===== config.mk =====
export PLATFORM = sky130hd
export DESIGN_NAME = uart_rx_line_status
export DESIGN_NICKNAME = d
export VERILOG_FILES = /design/src/rtl/uart_rx_ls_pkg.sv /design/src/rtl/uart_rx_sampler.sv /design/src/rtl/uart_rx_fifo.sv /design/src/rtl/uart_rx_lsr_flags.sv /design/src/rtl/uart_rx_line_status.sv
export SDC_FILE = /design/constraint.sdc
export NUM_CORES = 1
export LEC_CHECK = 0
export BUFFER_PORTS_ARGS = -buffer_cell sky130_fd_sc_hd__buf_2
export CAP_MARGIN = 5
export CORE_MARGIN = 2
export CORE_UTILIZATION = 50
export CTS_BUF_LIST = sky130_fd_sc_hd__clkbuf_8
export DETAILED_ROUTE_END_ITERATION = 16
export GPL_TIMING_DRIVEN = 0
export PLACE_DENSITY = 0.63
export SLEW_MARGIN = 25
export SYNTH_ARGS = -nofsm -noshare
export SYNTH_HDL_FRONTEND = slang
export SYNTH_SLANG_ARGS = --single-unit
export TNS_END_PERCENT = 100

===== constraint.sdc =====
create_clock -name clk -period 5.85 [get_ports clk]
set_clock_uncertainty 0.15 [all_clocks]
set_input_delay 0.8775 -clock clk [delete_from_list [all_inputs] [get_ports clk]]
set_output_delay 0.8775 -clock clk [all_outputs]
set_load 0.05 [all_outputs]

===== src/rtl/uart_rx_ls_pkg.sv =====
package uart_rx_ls_pkg;
  localparam int unsigned CHAR_W = 8;
  localparam int unsigned STAT_W = 4;

  // Status word bit positions, decoded by the host.
  localparam int unsigned ST_DR = 0;
  localparam int unsigned ST_OE = 1;
  localparam int unsigned ST_PE = 2;
  localparam int unsigned ST_FE = 3;

  typedef struct packed {
    logic              fe;
    logic              pe;
    logic [CHAR_W-1:0] data;
  } rx_char_t;

  typedef enum logic [2:0] {
    S_IDLE, S_START, S_DATA, S_PAR, S_STOP, S_RESYNC
  } samp_st_t;
endpackage


===== src/rtl/uart_rx_sampler.sv =====
module uart_rx_sampler
  import uart_rx_ls_pkg::*;
#(
  parameter int unsigned OVS = 16
) (
  input  logic     clk,
  input  logic     rst,
  input  logic     rxd,
  output logic     ch_valid,
  output rx_char_t ch
);
  localparam int unsigned CW = (OVS > 1) ? $clog2(OVS) : 1;
  localparam int unsigned BW = $clog2(CHAR_W);

  samp_st_t          st;
  logic [CW-1:0]     cnt;
  logic [BW-1:0]     bitn;
  logic [CHAR_W-1:0] shreg;
  logic              par_q;
  logic              rxd_q;

  always_ff @(posedge clk) begin
    if (rst) begin
      st       <= S_IDLE;
      cnt      <= '0;
      bitn     <= '0;
      shreg    <= '0;
      par_q    <= 1'b0;
      rxd_q    <= 1'b1;
      ch_valid <= 1'b0;
      ch       <= '0;
    end else begin
      rxd_q    <= rxd;
      ch_valid <= 1'b0;
      case (st)
        S_IDLE: begin
          if (!rxd_q) begin
            st  <= S_START;
            cnt <= CW'(OVS/2 - 1);
          end
        end
        S_START: begin
          if (cnt == '0) begin
            if (!rxd_q) begin
              st   <= S_DATA;
              cnt  <= CW'(OVS - 1);
              bitn <= '0;
            end else begin
              st <= S_IDLE;
            end
          end else begin
            cnt <= cnt - 1'b1;
          end
        end
        S_DATA: begin
          if (cnt == '0) begin
            shreg <= {rxd_q, shreg[CHAR_W-1:1]};
            cnt   <= CW'(OVS - 1);
            if (bitn == BW'(CHAR_W - 1)) st <= S_PAR;
            else bitn <= bitn + 1'b1;
          end else begin
            cnt <= cnt - 1'b1;
          end
        end
        S_PAR: begin
          if (cnt == '0) begin
            par_q <= rxd_q;
            cnt   <= CW'(OVS - 1);
            st    <= S_STOP;
          end else begin
            cnt <= cnt - 1'b1;
          end
        end
        S_STOP: begin
          if (cnt == '0) begin
            ch_valid <= 1'b1;
            ch.data  <= shreg;
            ch.pe    <= ^{shreg, par_q};
            ch.fe    <= ~rxd_q;
            st       <= rxd_q ? S_IDLE : S_RESYNC;
          end else begin
            cnt <= cnt - 1'b1;
          end
        end
        S_RESYNC: begin
          // Second look at the low stop level, now taken as a start bit.
          if (!rxd_q) begin
            st   <= S_DATA;
            cnt  <= CW'(OVS - 2);
            bitn <= '0;
          end else begin
            st <= S_IDLE;
          end
        end
        default: st <= S_IDLE;
      endcase
    end
  end
endmodule


===== src/rtl/uart_rx_fifo.sv =====
module uart_rx_fifo
  import uart_rx_ls_pkg::*;
#(
  parameter int unsigned DEPTH = 16
) (
  input  logic                     clk,
  input  logic                     rst,
  input  logic                     wr,
  input  rx_char_t                 wdata,
  input  logic                     pop,
  output rx_char_t                 head,
  output logic                     pop_ok,
  output logic                     wr_ok,
  output logic                     ovr,
  output logic                     dr_n,
  output logic                     head_arrive,
  output logic [$clog2(DEPTH):0]   fill
);
  localparam int unsigned AW = $clog2(DEPTH);

  rx_char_t        mem [DEPTH];
  logic [AW-1:0]   wp, rp;
  logic [AW:0]     fill_n;
  logic            full, empty, head_chg;

  assign full   = (fill == (AW+1)'(DEPTH));
  assign empty  = (fill == '0);
  assign pop_ok = pop & ~empty;
  assign wr_ok  = wr & (~full | pop_ok);
  assign ovr    = wr & full & ~pop_ok;
  assign fill_n = fill + (AW+1)'(wr_ok) - (AW+1)'(pop_ok);
  assign dr_n   = (fill_n != '0);
  assign head_chg = (pop_ok & (fill_n != '0)) | (wr_ok & empty);
  assign head   = mem[rp];

  always_ff @(posedge clk) begin
    if (wr_ok) mem[wp] <= wdata;
  end

  always_ff @(posedge clk) begin
    if (rst) begin
      wp          <= '0;
      rp          <= '0;
      fill        <= '0;
      head_arrive <= 1'b0;
    end else begin
      if (wr_ok)  wp <= wp + 1'b1;
      if (pop_ok) rp <= rp + 1'b1;
      fill        <= fill_n;
      head_arrive <= head_chg;
    end
  end
endmodule


===== src/rtl/uart_rx_lsr_flags.sv =====
module uart_rx_lsr_flags
  import uart_rx_ls_pkg::*;
(
  input  logic              clk,
  input  logic              rst,
  input  logic              ovr_evt,
  input  logic              head_arrive,
  input  logic              head_pe,
  input  logic              head_fe,
  input  logic              lsr_rd,
  input  logic              dr_n,
  output logic [STAT_W-1:0] stat,
  output logic              irq
);
  logic oe_n, pe_n, fe_n;

  // Set events take priority over the read-to-clear.
  assign oe_n = ovr_evt | (stat[ST_OE] & ~lsr_rd);
  assign pe_n = (head_arrive & head_pe) | (stat[ST_PE] & ~lsr_rd);
  assign fe_n = (head_arrive & head_fe) | (stat[ST_FE] & ~lsr_rd);

  always_ff @(posedge clk) begin
    if (rst) begin
      stat <= '0;
      irq  <= 1'b0;
    end else begin
      stat[ST_DR] <= dr_n;
      stat[ST_OE] <= oe_n;
      stat[ST_PE] <= pe_n;
      stat[ST_FE] <= fe_n;
      irq         <= oe_n | pe_n | fe_n;
    end
  end
endmodule


===== src/rtl/uart_rx_line_status.sv =====
module uart_rx_line_status
  import uart_rx_ls_pkg::*;
#(
  parameter int unsigned OVS   = 16,
  parameter int unsigned DEPTH = 16
) (
  input  logic              clk,
  input  logic              rst,
  input  logic              rxd,
  input  logic              rd_en,
  input  logic              lsr_rd,
  output logic [CHAR_W-1:0] rd_data,
  output logic [STAT_W-1:0] line_stat,
  output logic              ls_irq
);
  logic     ch_valid;
  rx_char_t ch, head;
  logic     pop_ok, ovr_evt, dr_n, head_arrive;

  uart_rx_sampler #(.OVS(OVS)) u_samp (
    .clk(clk), .rst(rst), .rxd(rxd), .ch_valid(ch_valid), .ch(ch)
  );

  uart_rx_fifo #(.DEPTH(DEPTH)) u_fifo (
    .clk(clk), .rst(rst), .wr(ch_valid), .wdata(ch), .pop(rd_en),
    .head(head), .pop_ok(pop_ok), .wr_ok(), .ovr(ovr_evt), .dr_n(dr_n),
    .head_arrive(head_arrive), .fill()
  );

  uart_rx_lsr_flags u_flags (
    .clk(clk), .rst(rst), .ovr_evt(ovr_evt), .head_arrive(head_arrive),
    .head_pe(head.pe), .head_fe(head.fe), .lsr_rd(lsr_rd), .dr_n(dr_n),
    .stat(line_stat), .irq(ls_irq)
  );

  always_ff @(posedge clk) begin
    if (rst)         rd_data <= '0;
    else if (pop_ok) rd_data <= head.data;
  end
endmodule


# After elaboration in Yosys (flattened, before gate mapping)
# Memories as Yosys holds them, arrays and structs flattened. A register that Yosys moved wholly into a read port is not among the register bits.
# Index checks and enable logic that the tools add are counted.
[word_totals]
word_cells = 106
in_bits = 5
reg_bits = 58
out_inout_bits = 13
mem_bits_rw = 160
n_memories = 1
[mem_list]
columns = ["name", "words", "word_bits", "read_ports", "rd_clocked_by_memory_dff", "write_ports", "line", "source"]
rows = [
  ["u_fifo.mem", 16, 10, 1, 1, 1, "uart_rx_fifo.sv:21", "rx_char_t mem [DEPTH];"],
]
[op_classes]
n_reduce_logical = 15
mux = 26
add_sub_neg = 6
bitwise = 24
n_eq_ne = 17
[ops]
columns = ["cell", "count"]
rows = [
  ["$mux W3", 11],
  ["$mux W4", 8],
  ["$pmux W4 S5", 1],
  ["$pmux W3 S6", 1],
  ["$and A1 B1 Y1", 11],
  ["$ne A2 B1 Y1 const B", 5],
  ["$reduce_bool A5 Y1", 2],
  ["$eq A3 B3 Y1 const B", 3],
  ["$pmux W3 S3", 1],
  ["$reduce_xor A9 Y1", 1],
  ["$add A4 B1 Y4 const B", 2],
  ["$ne A2 B2 Y1 const B", 4],
  ["$or A1 B1 Y1", 7],
  ["$eq A3 B2 Y1 const B", 2],
  ["$not A1 Y1", 6],
  ["$reduce_and A2 Y1", 3],
  ["$reduce_and A6 Y1", 1],
  ["$add A5 B1 Y5", 1],
  ["$eq A5 B5 Y1 const B", 1],
  ["$logic_not A5 Y1", 1],
  ["$reduce_and A5 Y1", 1],
  ["$sub A5 B1 Y5", 1],
  ["$logic_not A4 Y1", 1],
  ["$reduce_and A4 Y1", 1],
  ["9 further kinds", 12],
]

# Depth between registers and ports, before layout
# Gate-level depths: netlist (run 1).
[logic_depth]
ltp_word = 10
depth_mapped = 14
ltp_nobuf = 13

# Cells and area by module
# A second synthesis (run 1) with hierarchy kept.
[hier_totals]
hier_cells = 546
area_unflattened_um2 = 9022.4
[by_module_without_submodules]
columns = ["module", "seq_area_each_um2", "instances", "area_per_inst_um2", "cells_per_inst"]
rows = [
  ["uart_rx_fifo", 5165.0, 1, 7089.3, 336],
  ["uart_rx_sampler", 620.6, 1, 1471.4, 168],
  ["uart_rx_line_status", 160.2, 1, 285.3, 26],
  ["uart_rx_lsr_flags", 100.1, 1, 176.4, 16],
]

# Least setup slack after synthesis (run 1)
# OpenSTA, ideal clock, no wires.
[synth_path]
path_kind = "register to register"
start = "register u_fifo.fill[3]"
end = "register u_fifo.head_arrive"
path_slack_ns = 2.635
n_path_buf = 0
path_stages_with_launch = 13
synth_period_minus_slack_ns = 3.215
arrival_ns = 2.933
path_cell_list = "dfxtp_1 inv_1 ha_1 or4b_2 and2_1 nand2_1 nand2_1 ha_1 fa_1 xor2_1 or3_1 nor3_1 o32ai_1"
[synth_between]
elab_chain_cells = 10
[synth_rtl]
columns = ["item", "line", "source"]
rows = [
  ["from (decl)", "uart_rx_fifo.sv:17", "output logic [$clog2(DEPTH):0] fill"],
  ["from (signal assigned)", "uart_rx_fifo.sv:49", "fill <= fill_n;"],
  ["$logic_not A5 Y1", "uart_rx_fifo.sv:27", "assign empty = (fill == '0);"],
  ["$not A1 Y1", "uart_rx_fifo.sv:28", "assign pop_ok = pop & ~empty;"],
  ["$and A1 B1 Y1", "uart_rx_fifo.sv:28", ""],
  ["$or A1 B1 Y1", "uart_rx_fifo.sv:29", "assign wr_ok = wr & (~full | pop_ok);"],
  ["$and A1 B1 Y1", "uart_rx_fifo.sv:29", ""],
  ["$add A5 B1 Y5", "uart_rx_fifo.sv:31", "assign fill_n = fill + (AW+1)'(wr_ok) - (AW+1)'(pop_ok);"],
  ["$sub A5 B1 Y5", "uart_rx_fifo.sv:31", ""],
  ["$reduce_bool A5 Y1", "uart_rx_fifo.sv:33", "assign head_chg = (pop_ok & (fill_n != '0)) | (wr_ok & empty);"],
  ["$and A1 B1 Y1", "uart_rx_fifo.sv:33", ""],
  ["$or A1 B1 Y1 *", "uart_rx_fifo.sv:33", ""],
  ["to (signal assigned)", "uart_rx_fifo.sv:50", "head_arrive <= head_chg;"],
  ["to (decl)", "uart_rx_fifo.sv:16", "output logic head_arrive,"],
]
# Mark *: on every way between the ends. The rest lies on a longest branch, timed or not.
# A chain may end at the register's enable or synchronous reset.

# Worst setup path after layout (run 1)
[layout_path]
start = "register u_fifo.fill[3]"
end = "register u_fifo.head_arrive"
[layout_between]
elab_chain_cells = 10
[layout_rtl]
columns = ["item", "line", "source"]
rows = [
  ["$logic_not A5 Y1", "uart_rx_fifo.sv:27", ""],
  ["$not A1 Y1", "uart_rx_fifo.sv:28", ""],
  ["$and A1 B1 Y1", "uart_rx_fifo.sv:28", ""],
  ["$or A1 B1 Y1", "uart_rx_fifo.sv:29", ""],
  ["$and A1 B1 Y1", "uart_rx_fifo.sv:29", ""],
  ["$add A5 B1 Y5", "uart_rx_fifo.sv:31", ""],
  ["$sub A5 B1 Y5 *", "uart_rx_fifo.sv:31", ""],
  ["via u_fifo.fill_n[1]", "uart_rx_fifo.sv:23", "logic [AW:0] fill_n;"],
  ["$reduce_bool A5 Y1 *", "uart_rx_fifo.sv:33", ""],
  ["$and A1 B1 Y1 *", "uart_rx_fifo.sv:33", ""],
  ["$or A1 B1 Y1 *", "uart_rx_fifo.sv:33", ""],
]
# The timed path passes the listed nets; every way through them passes the cells marked *.

==> results of run 1 <==
-- how the worst max path moves through the flow --
stage                    from                  to  slack (ns)
2_1_floorplan  u_fifo.fill[3]  u_fifo.head_arrive        2.64
3_3_place_gp   u_fifo.fill[3]  u_fifo.head_arrive        2.11
3_5_place_dp   u_fifo.fill[3]  u_fifo.head_arrive        2.09
4_1_cts        u_fifo.fill[3]  u_fifo.head_arrive        2.08
5_1_grt        u_fifo.fill[2]  u_fifo.head_arrive        1.91
6_report       u_fifo.fill[3]  u_fifo.head_arrive        2.07
-- cell families after synthesis --
| family | share of synthesized area |
|---|---|
| muxes | 0.1205 |
| xor gates and xnor gates | 0.01845 |
| adders and majority gates | 0.02214 |
| and+or+nand+nor | 0.06983 |
| AOI/OAI and AO/OA | 0.06103 |
| DFF | 0.6858 |
| buffers and inverters | 0.02228 |
-- layout by cell type, fill, tap and decap left out, types with 2 or more instances in the layout --
master     count
and2_1         2
a2bb2oi_1      2
nand2_1       41
inv_1         15
clkbuf_8      41
o21bai_1       2
clkbuf_1      19
a31oi_1        3
nor3_1         3
nand2b_1       7
xor2_1         7
o21ai_1        2
bufinv_16      4
a311oi_1       2
nor2_1        45
ha_1          14
nor2b_1        8
a22oi_1       20
clkinv_2       6
mux2i_1       12
nor3_2         4
buf_2         22
dfxtp_1       62
nand4_1        2
buf_1          2
nand3_1        2
o221ai_1       2
edfxtp_1     160
o21ai_0        6
xnor2_1        9
a21oi_1       40
mux4_1         4
nor3b_1        4
mux4_2        36
nor2_2         8
or3_1          3
buf_4          6
clkinv_1      11
-- layer usage --
metal | global-route usage | part of all wire | vias to the layer above
li1 | - | - | 2300
met1 | 0.2651 | 0.44 | 2466
met2 | 0.3242 | 0.50 | 107
met3 | 0.03259 | 0.041 | 36
met4 | 0.07847 | 0.024 | 0
met5 | 0 | 0 | -
-- sequential cells by signal, indices dropped and copies added (netlist names), named ones only --
signal / cells
rd_data: 8
u_fifo.fill: 5
u_fifo.head_arrive: 1
u_fifo.mem: 160
u_fifo.rp: 4
u_fifo.wp: 4
u_flags.irq: 1
u_flags.stat: 4
u_samp.bitn: 3
u_samp.ch: 10
u_samp.ch_valid: 1
u_samp.cnt: 4
u_samp.par_q: 1
u_samp.rxd_q: 1
u_samp.shreg: 8
u_samp.st: 3
-- stage by stage --
stage                     power [uW]  setup slack [ns]  instance area [um^2]  utilization  hold WS [ns]
final                           3951             2.070                 10030       0.5800        0.3234
after detailed placement        2561             2.093                  9253       0.5349        0.3210
after CTS                       3980             2.080                 10030       0.5800        0.3285
after floorplan                 2386             2.635                  8816            -        0.2981
after global routing            4117             1.906                 10030       0.5800        0.3636
after global placement          2541             2.111                  9183       0.5309        0.3126
-- final cells by class --
| cell class | instances | area (um^2) |
|---|---|---|
| Clock inverter | 26 | 215.2 |
| Tap cell | 225 | 281.5 |
| Inverter | 11 | 41.29 |
| Timing Repair Buffer | 21 | 115.1 |
| Fill cell | 1399 | 7264 |
| Buffer | 31 | 155.1 |
| Sequential cell | 222 | 6046 |
| Clock buffer | 41 | 564.3 |
| Multi-Input combinational cell | 307 | 2614 |
-- report_power, final --
group	switching (uW)	total [uW]	internal, uW
clock network	599	1420	825
logic	423	770	347
registers	38.4	1760	1720
total	1060	3950	2890
-- critical path, stage by stage (launching register included) --
cell and delay, ns:
dfxtp_1 0.31, inv_1 0.08, ha_1 0.17, or4b_2 0.63, nand2_1 0.14, clkbuf_1 0.48, nand2_1 0.11, nand2_1 0.10
ha_1 0.19, fa_1 0.44, or3_1 0.38, nor3_1 0.33, o32ai_1 0.14
==> flow_metrics.env, run 1 <==
export IMPL_synth_nets=591
export IMPL_nets=651
export IMPL_power_leakage_uw=0.003473
export IMPL_totalWireLength_mm=17.42
export IMPL_die_h_um=136.8
export IMPL_slew_violations=0
export IMPL_synth_cells=571
export IMPL_clock_latency_ns=0.52
export IMPL_dieArea_um2=18710
export IMPL_cts_clk_slew_worst_paths_ns=0.06
export IMPL_viasPerCell=5.553
export IMPL_crit_fanout=10
export IMPL_netlist_area_um2=8816
export IMPL_worst_setup_path_type="register to register"
export IMPL_clock_sinks=222
export IMPL_cts_buffers=37
export IMPL_setup_tns_ns=0
export IMPL_reg2reg_to="u_fifo.head_arrive"
export IMPL_worstRegToRegCells=12
export IMPL_hold_path_end="u_samp.par_q"
export IMPL_ant_nets=0
export IMPL_timing_final_crit_period_ns=3.780
export IMPL_antenna_found_initial=0
export IMPL_worst_slew_pin_slew_ns=0.9955
export IMPL_hpwl_mm=11.65
export IMPL_synth_edf_count=160
export IMPL_cts_setup_buffers=0
export IMPL_yosysTopAreaCell="edfxtp_1"
export IMPL_rsz0062_at_grt="false"
export IMPL_cts_resized_gates=0
export IMPL_avgRoutedWirePerCell_um=19.71
export IMPL_rows=48
export IMPL_grt_pass1_vias=4993
export IMPL_grt_pass1_wl_mm=27.17
export IMPL_num_antenna_cells=0
export IMPL_synth_most_common_cell="edfxtp_1"
export IMPL_drive_gt1_frac=0.2079
export IMPL_yosysUniqueCellTypes=52
export IMPL_dr_pass1_iters=5
export IMPL_cts_tree="yes"
export IMPL_cts_buffer_depth=3
export IMPL_end_kind="register"
export IMPL_crit_path_start_kind="register"
export IMPL_hold_class="register to register"
export IMPL_max_slew_margin=0.3339
export IMPL_yosysTopAreaCellShare=0.5450
export IMPL_reg2reg_slack_ns=2.07
export IMPL_htree_levels=2
export IMPL_ioPinCount=18
export IMPL_fmaxAchievable_mhz=264.5
export IMPL_r2r_start="u_fifo.fill[3]"
export IMPL_drc=0
export IMPL_grt_use_total=0.1974
export IMPL_crit_required_ns=6.08
export IMPL_avgSynthCellArea_um2=15.44
export IMPL_ys_ff_latch=222
export IMPL_gp_congestion=0.8324
export IMPL_first_iter_violations=298
export IMPL_synth_main_ff_cell="edfxtp_1"
export IMPL_vias=4909
export IMPL_status="complete, no violations"
export IMPL_io_buffers=17
export IMPL_hold_depth=2
export IMPL_synth_common_cells="edfxtp_1, dfxtp_1, nor2_1"
export IMPL_arrival_ns=4.01
export IMPL_fin_crit_sh=0.6462
export IMPL_grt_max_degree=18
export IMPL_core_area_um2=17300
export IMPL_die_width_um=136.8
export IMPL_root_buffer="clkbuf_8"
export IMPL_place_inst=817
export IMPL_layout_cells_non_filler=884
export IMPL_power_density_nw_per_um2=393.8
export IMPL_syn2layout_area_growth_pct=13.79
export IMPL_yosysWarningCount=0
export IMPL_hold_viol_final=0
export IMPL_synthTopCellsByArea="edfxtp_1, dfxtp_1, mux4_2"
export IMPL_grt_ovfl_total=0
export IMPL_vdd_drop_max_uv=221.5
export IMPL_async_reset_ff_frac=0
export IMPL_cts_hold_buffers=0
export IMPL_start_util=0.5097
export IMPL_worstHoldStart="u_samp.par_q"
export IMPL_ys_seq_area_frac=0.6858
export IMPL_finalSetupViolations=0
export IMPL_drv_cap=0
No activity file was read; power rests on OpenSTA's default activity.
==> run 2: changes to the inputs <==
clock period = 3.75 ns   (was 5.85 ns; I/O delays follow)
==> run 2 against run 1 <==
Final cell count fell by 0.11%. Die area did not move. Largest cell class unchanged. Critical path depth fell by 1. Global-route usage did not move. Worst hold slack got worse by 0.24 ns. Worst setup slack got worse by 1.9 ns. Sequential cell count did not move. Maximum frequency rose by 6.7%. Highest routed layer unchanged. Cell area barely moved.
==> flow_metrics.env, run 2 (synthesis results as in run 1) <==
export IMPL_grt_max_degree=18
export IMPL_root_buffer="clkbuf_8"
export IMPL_placed_area_um2=9253
export IMPL_path_buf_inv=1
export IMPL_cts_hold_buffers=0
export IMPL_syn2layout_area_growth_pct=13.75
export IMPL_cts_clk_slew_worst_paths_ns=0.06
export IMPL_slowest_delay_ns=0.63
export IMPL_grt_pass1_wl_mm=27.17
export IMPL_crit_fanout=12
export IMPL_setup_slack_ns=0.2080
export IMPL_seqPwrFrac=0.446
export IMPL_cts_buffers=37
export IMPL_timing_final_crit_period_ns=3.542
export IMPL_dieArea_um2=18710
export IMPL_layout_common_cells="edfxtp_1, dfxtp_1, nor2_1"
export IMPL_pwr_share_clk=0.361
export IMPL_worstRegToRegCells=11
export IMPL_ioPinCount=18
export IMPL_first_iter_violations=287
export IMPL_viasPerCell=5.581
export IMPL_hpwl_mm=11.65
export IMPL_io_buffers=17
export IMPL_nets=650
export IMPL_internal_power_uw=4507
export IMPL_crit_required_ns=3.98
export IMPL_die_h_um=136.8
export IMPL_antenna_found_initial=0
export IMPL_critPathTopFamily="simple AND/OR/NAND/NOR gates"
export IMPL_fmaxAchievable_mhz=282.3
export IMPL_grt_ovfl_total=0
export IMPL_cts_buffer_depth=3
export IMPL_finalSetupViolations=0
export IMPL_rows=48
export IMPL_power_density_nw_per_um2=613.7
export IMPL_end_kind="register"
export IMPL_clock_latency_ns=0.52
export IMPL_power_leakage_uw=0.003472
export IMPL_slew_violations=0
export IMPL_worst_slew_pin_slew_ns=0.9954
export IMPL_cp_common_cell="nand2_1"
export IMPL_crit_slowest_cell="or4b_2"
export IMPL_arrival_ns=3.77
export IMPL_regMostFlops="u_fifo.mem"
export IMPL_reg_largest_list="u_fifo.mem x160, u_samp.ch x10"
export IMPL_crit_path_start_kind="register"
export IMPL_fill_cells=1399
export IMPL_cts_setup_buffers=0
export IMPL_final_area_um2=10030
export IMPL_path_cells="inv_1 -> ha_1 -> or4b_2 -> nand2_1 -> nand2_1 -> nand2_1 -> ha_1 -> fa_1 -> or3_1 -> nor3_1 -> o32ai_1"
export IMPL_totalWireLength_mm=17.39
export IMPL_hold_depth=2
export IMPL_max_slew_margin=0.3340
export IMPL_hold_class="input port to register"
export IMPL_vdd_drop_max_uv=345.6
export IMPL_worst_setup_path_type="register to register"
export IMPL_hold_viol_final=0
export IMPL_die_width_um=136.8
export IMPL_power_switching_uw=1648
export IMPL_drv_cap=0
export IMPL_htree_levels=2
export IMPL_holdWs_ns=0.08808
export IMPL_final_common_cell="edfxtp_1"
export IMPL_p_sw_frac=0.2677
export IMPL_rsz0062_at_grt="false"
export IMPL_dr_pass1_iters=4
export IMPL_fin_crit_sh=0.9445
export IMPL_vias=4928
export IMPL_drc=0
export IMPL_worstSetupPathDepth=11
export IMPL_num_antenna_cells=0
export IMPL_avgRoutedWirePerCell_um=19.69
export IMPL_core_area_um2=17300
export IMPL_cts_tree="yes"
export IMPL_gp_congestion=0.8324
export IMPL_dpl_worst_slack_ns=-0.006865
export IMPL_setup_tns_ns=0
export IMPL_combinationalPowerShare=0.194
export IMPL_status="complete, no violations"
export IMPL_finalPower_uw=6155
export IMPL_cts_resized_gates=0
export IMPL_grt_use_total=0.1974
export IMPL_drive_gt1_frac=0.2082
export IMPL_start_util=0.5097
export IMPL_reg2reg_slack_ns=0.21
export IMPL_clock_sinks=222
export IMPL_largest_register_ffs=160
export IMPL_ant_nets=0
export IMPL_grt_pass1_vias=4994
-- run 2: cell types whose count changed in the layout (fill, tap and decap cells not counted), sizes merged --
cell    previous run  this run
clkbuf            61        60
-- run 2: worst paths after layout --
| check | startpoint | end |
|---|---|---|
| hold / removal | rxd | u_samp.rxd_q |
| hold reg to reg | u_samp.par_q | u_samp.par_q |
| setup / recovery | u_fifo.fill[3] | u_fifo.head_arrive |
| setup reg to reg | u_fifo.fill[3] | u_fifo.head_arrive |
-- run 2: area by class of cell --
class	instances	area (um^2)	area share
inverter	11	41.29	0.004117
sequential	222	6046	0.6029
buffer	30	151.4	0.01510
multi-input combinational	307	2614	0.2606
clock inverter	26	215.2	0.02146
clock buffer	41	564.3	0.05627
tap	225	281.5	0.02807
timing repair buffer	21	115.1	0.01148
-- run 2: power groups by stage --
stage	clock network, uW	registers (uW)	logic (uW)
global placement	0	2790	1180
floorplan	0	2890	837
global route	2360	2750	1300
finish	2220	2740	1190
CTS	2250	2740	1210
detailed placement	0	2790	1200
-- run 2: worst register-to-register path: cells and delay by family (launching register included) --
kind            cells  cell delay, ns
fa+ha+maj           3            0.80
buf+inv             1            0.08
compound gates      1            0.14
simple gates        6            1.93
flops               1            0.31
-- run 2: metrics by stage --
stage	cells	util
final	883	0.5798
after global routing	883	0.5798
after CTS	883	0.5798
after detailed placement	817	0.5349
after global placement	813	0.5309
after floorplan	571	-
-- run 2: metal layers --
metal | GRT usage | wire length, um | up-vias
met4 | 0.07847 | 446 | 0
met2 | 0.3244 | 8665 | 119
met3 | 0.03259 | 781 | 36
met5 | 0 | 0 | -
li1 | - | - | 2297
met1 | 0.2648 | 7496 | 2476
==> run 3: changes to the inputs <==
ABC_AREA = 1   (was unset)
==> run 3 against run 2 <==
Synthesized cell count grew 53%. Clock-buffer cell count shrank 1. Sequential cell count is the same. Clock power shrank 15%. Core utilization shrank 1.2 points. Maximum frequency grew 14%. Critical endpoint unchanged. Sequential power grew 12%. Cell area grew 2.1%. Sequential share of layout area shrank 1.2 points.
==> flow_metrics.env, run 3 <==
export IMPL_fin_crit_sh=0.8296
export IMPL_htree_levels=2
export IMPL_synth_cells=876
export IMPL_regArea_um2=6046
export IMPL_drc=0
export IMPL_met2_usage=0.3679
export IMPL_synth_nets=896
export IMPL_totalWireLength_mm=21.47
export IMPL_die_width_um=139.8
export IMPL_die_h_um=139.8
export IMPL_seqPwrFrac=0.454
export IMPL_setup_tns_ns=0
export IMPL_power_density_nw_per_um2=662.1
export IMPL_holdWs_ns=0.07716
export IMPL_hold_class="input port to register"
export IMPL_yosysTopAreaCellShare=0.5211
export IMPL_synth_edf_count=160
export IMPL_dieArea_um2=19540
export IMPL_finalSetupViolations=0
export IMPL_reg_largest_list="u_fifo.mem x160, u_samp.ch x10"
export IMPL_dr_pass1_iters=6
export IMPL_vdd_drop_max_uv=417.4
export IMPL_clock_latency_ns=0.52
export IMPL_ioPinCount=18
export IMPL_num_antenna_cells=0
export IMPL_worst_slew_pin_slew_ns=1.002
export IMPL_largest_register_ffs=160
export IMPL_worst_setup_path_type="register to register"
export IMPL_gp_congestion=0.8128
export IMPL_core_area_um2=18020
export IMPL_pwr_share_clk=0.279
export IMPL_first_iter_violations=458
export IMPL_nets=952
export IMPL_yosysUniqueCellTypes=38
export IMPL_fmaxAchievable_mhz=321.4
export IMPL_vias=6323
export IMPL_root_buffer="clkbuf_8"
export IMPL_netlist_area_um2=9220
export IMPL_ant_nets=0
export IMPL_end_kind="register"
export IMPL_hpwl_mm=14.40
export IMPL_hold_viol_final=0
export IMPL_drive_gt1_frac=0.1161
export IMPL_timing_final_crit_period_ns=3.111
export IMPL_viasPerCell=5.336
export IMPL_start_util=0.5115
export IMPL_grt_max_degree=18
export IMPL_synth_common_cells="nor2_1, edfxtp_1, o21ai_0"
export IMPL_cts_resized_gates=0
export IMPL_clock_sinks=222
export IMPL_fill_cells=1601
export IMPL_power_leakage_uw=0.003993
export IMPL_io_buffers=17
export IMPL_slew_violations=0
export IMPL_cts_tree="yes"
export IMPL_final_common_cell="nor2_1"
export IMPL_grt_ovfl_total=0
export IMPL_p_sw_frac=0.3475
export IMPL_cts_setup_buffers=0
export IMPL_yosysWarningCount=0
export IMPL_multi_input_area_um2=2710
export IMPL_regMostFlops="u_fifo.mem"
export IMPL_met3_usage=0.03957
export IMPL_grt_pass1_vias=6106
export IMPL_antenna_found_initial=0
export IMPL_yosysTopAreaCell="edfxtp_1"
export IMPL_dpl_worst_slack_ns=0.6457
export IMPL_grt_busiest_layer="met2"
export IMPL_internal_power_uw=4423
export IMPL_cts_clk_slew_worst_paths_ns=0.06
export IMPL_drv_cap=0
export IMPL_avgRoutedWirePerCell_um=18.12
export IMPL_layout_common_cells="nor2_1, edfxtp_1, o21ai_0"
export IMPL_cts_buffers=37
export IMPL_rows=49
export IMPL_crit_fanout=10
export IMPL_synth_most_common_cell="nor2_1"
export IMPL_ys_seq_area_frac=0.6557
export IMPL_combinationalPowerShare=0.267
export IMPL_synth_main_ff_cell="edfxtp_1"
export IMPL_crit_required_ns=4.01
export IMPL_cts_buffer_depth=3
export IMPL_async_reset_ff_frac=0
export IMPL_cts_hold_buffers=0
export IMPL_status="complete, no violations"
export IMPL_max_slew_margin=0.3294
export IMPL_arrival_ns=3.38
export IMPL_synthTopCellsByArea="edfxtp_1, dfxtp_1, nor2_1"
export IMPL_grt_use_total=0.2230
export IMPL_ys_ff_latch=222
export IMPL_syn2layout_area_growth_pct=11.05
export IMPL_grt_pass1_wl_mm=33.42
export IMPL_crit_path_start_kind="register"
export IMPL_use_met1=0.2977
export IMPL_power_switching_uw=2355
export IMPL_rsz0062_at_grt="false"
export IMPL_avgSynthCellArea_um2=10.53
export IMPL_setup_slack_ns=0.6391
-- run 3: changes by cell type after synthesis, moves of 20 or more --
| cell | before | now |
|---|---|---|
| nor2_1 | 53 | 191 |
| o21ai_0 | 6 | 97 |
| nand3_1 | 2 | 58 |
| nand2_1 | 41 | 90 |
| inv_1 | 11 | 57 |
| mux4_2 | 36 | 0 |
| o211ai_1 | 0 | 32 |
| a22oi_1 | 20 | 0 |
-- run 3: worst max-delay path: stages (launching register included) --
cell and delay [ns]:
dfxtp_1 0.32, inv_1 0.08, ha_1 0.15, nand2_1 0.05
nor2_1 0.17, nand2_1 0.07, nand2_1 0.12, inv_1 0.11
buf_2 0.22, nand2_1 0.16, nand2_1 0.07, ha_1 0.23
fa_1 0.44, xor2_1 0.18, inv_1 0.07, nand3_1 0.08
nor2_1 0.12, a21oi_1 0.09, nand2_1 0.06, nand2_1 0.04
-- run 3: power by group through the flow --
stage	Clock [uW]	Sequential, uW	Combinational (uW)
2_1_floorplan	0	3170	1240
3_3_place_gp	0	3120	1790
3_5_place_dp	0	3130	1810
4_1_cts	1920	3080	1820
5_1_grt	2040	3110	2040
6_report	1890	3080	1810
-- run 3: path summary, 6_finish.rpt --
| kind | start | to | slack (ns) | cells past startpoint |
|---|---|---|---|---|
| max | u_fifo.fill[3] | u_fifo.head_arrive | 0.64 | 19 |
| min | rxd | u_samp.rxd_q | 0.08 | 2 |
| max reg2reg | u_fifo.fill[3] | u_fifo.head_arrive | 0.64 | 19 |
| min reg2reg | u_fifo.rp[3] | register | 0.31 | 2 |
-- run 3: cell families (layout without fill, tap and decap cells) --
logic type	count (synthesis)	in the layout	synth area share
xor gates and xnor gates	14	14	0.01330
buffers and inverters	106	186	0.05089
and+or+nand+nor	355	355	0.1581
AOI/OAI and AO/OA	164	164	0.1008
DFF	222	222	0.6557
adders and majority gates	15	15	0.02117
-- run 3: routing by layer --
layer,share of wire,vias up
met5,0,-
li1,-,3113
met2,0.49,165
met1,0.43,3003
met3,0.052,42
met4,0.028,0
-- run 3: layout make-up --
| type | instances | area share |
|---|---|---|
| sequential | 222 | 0.5905 |
| multi-input combinational | 548 | 0.2647 |
| clock buffer | 40 | 0.05377 |
| tap | 229 | 0.02798 |
| inverter | 67 | 0.02505 |
| buffer | 39 | 0.02077 |
| clock inverter | 23 | 0.008921 |
| timing repair buffer | 17 | 0.008310 |
-- run 3: per-stage QoR --
stage	instance area (um^2)	utilization	std cells	total power, uW
6_report	10240	0.5680	1185	6779
3_5_place_dp	9592	0.5321	1122	4938
4_1_cts	10230	0.5678	1185	6823
3_3_place_gp	9592	0.5321	1122	4911
2_1_floorplan	9220	-	876	4414
5_1_grt	10240	0.5680	1185	7178
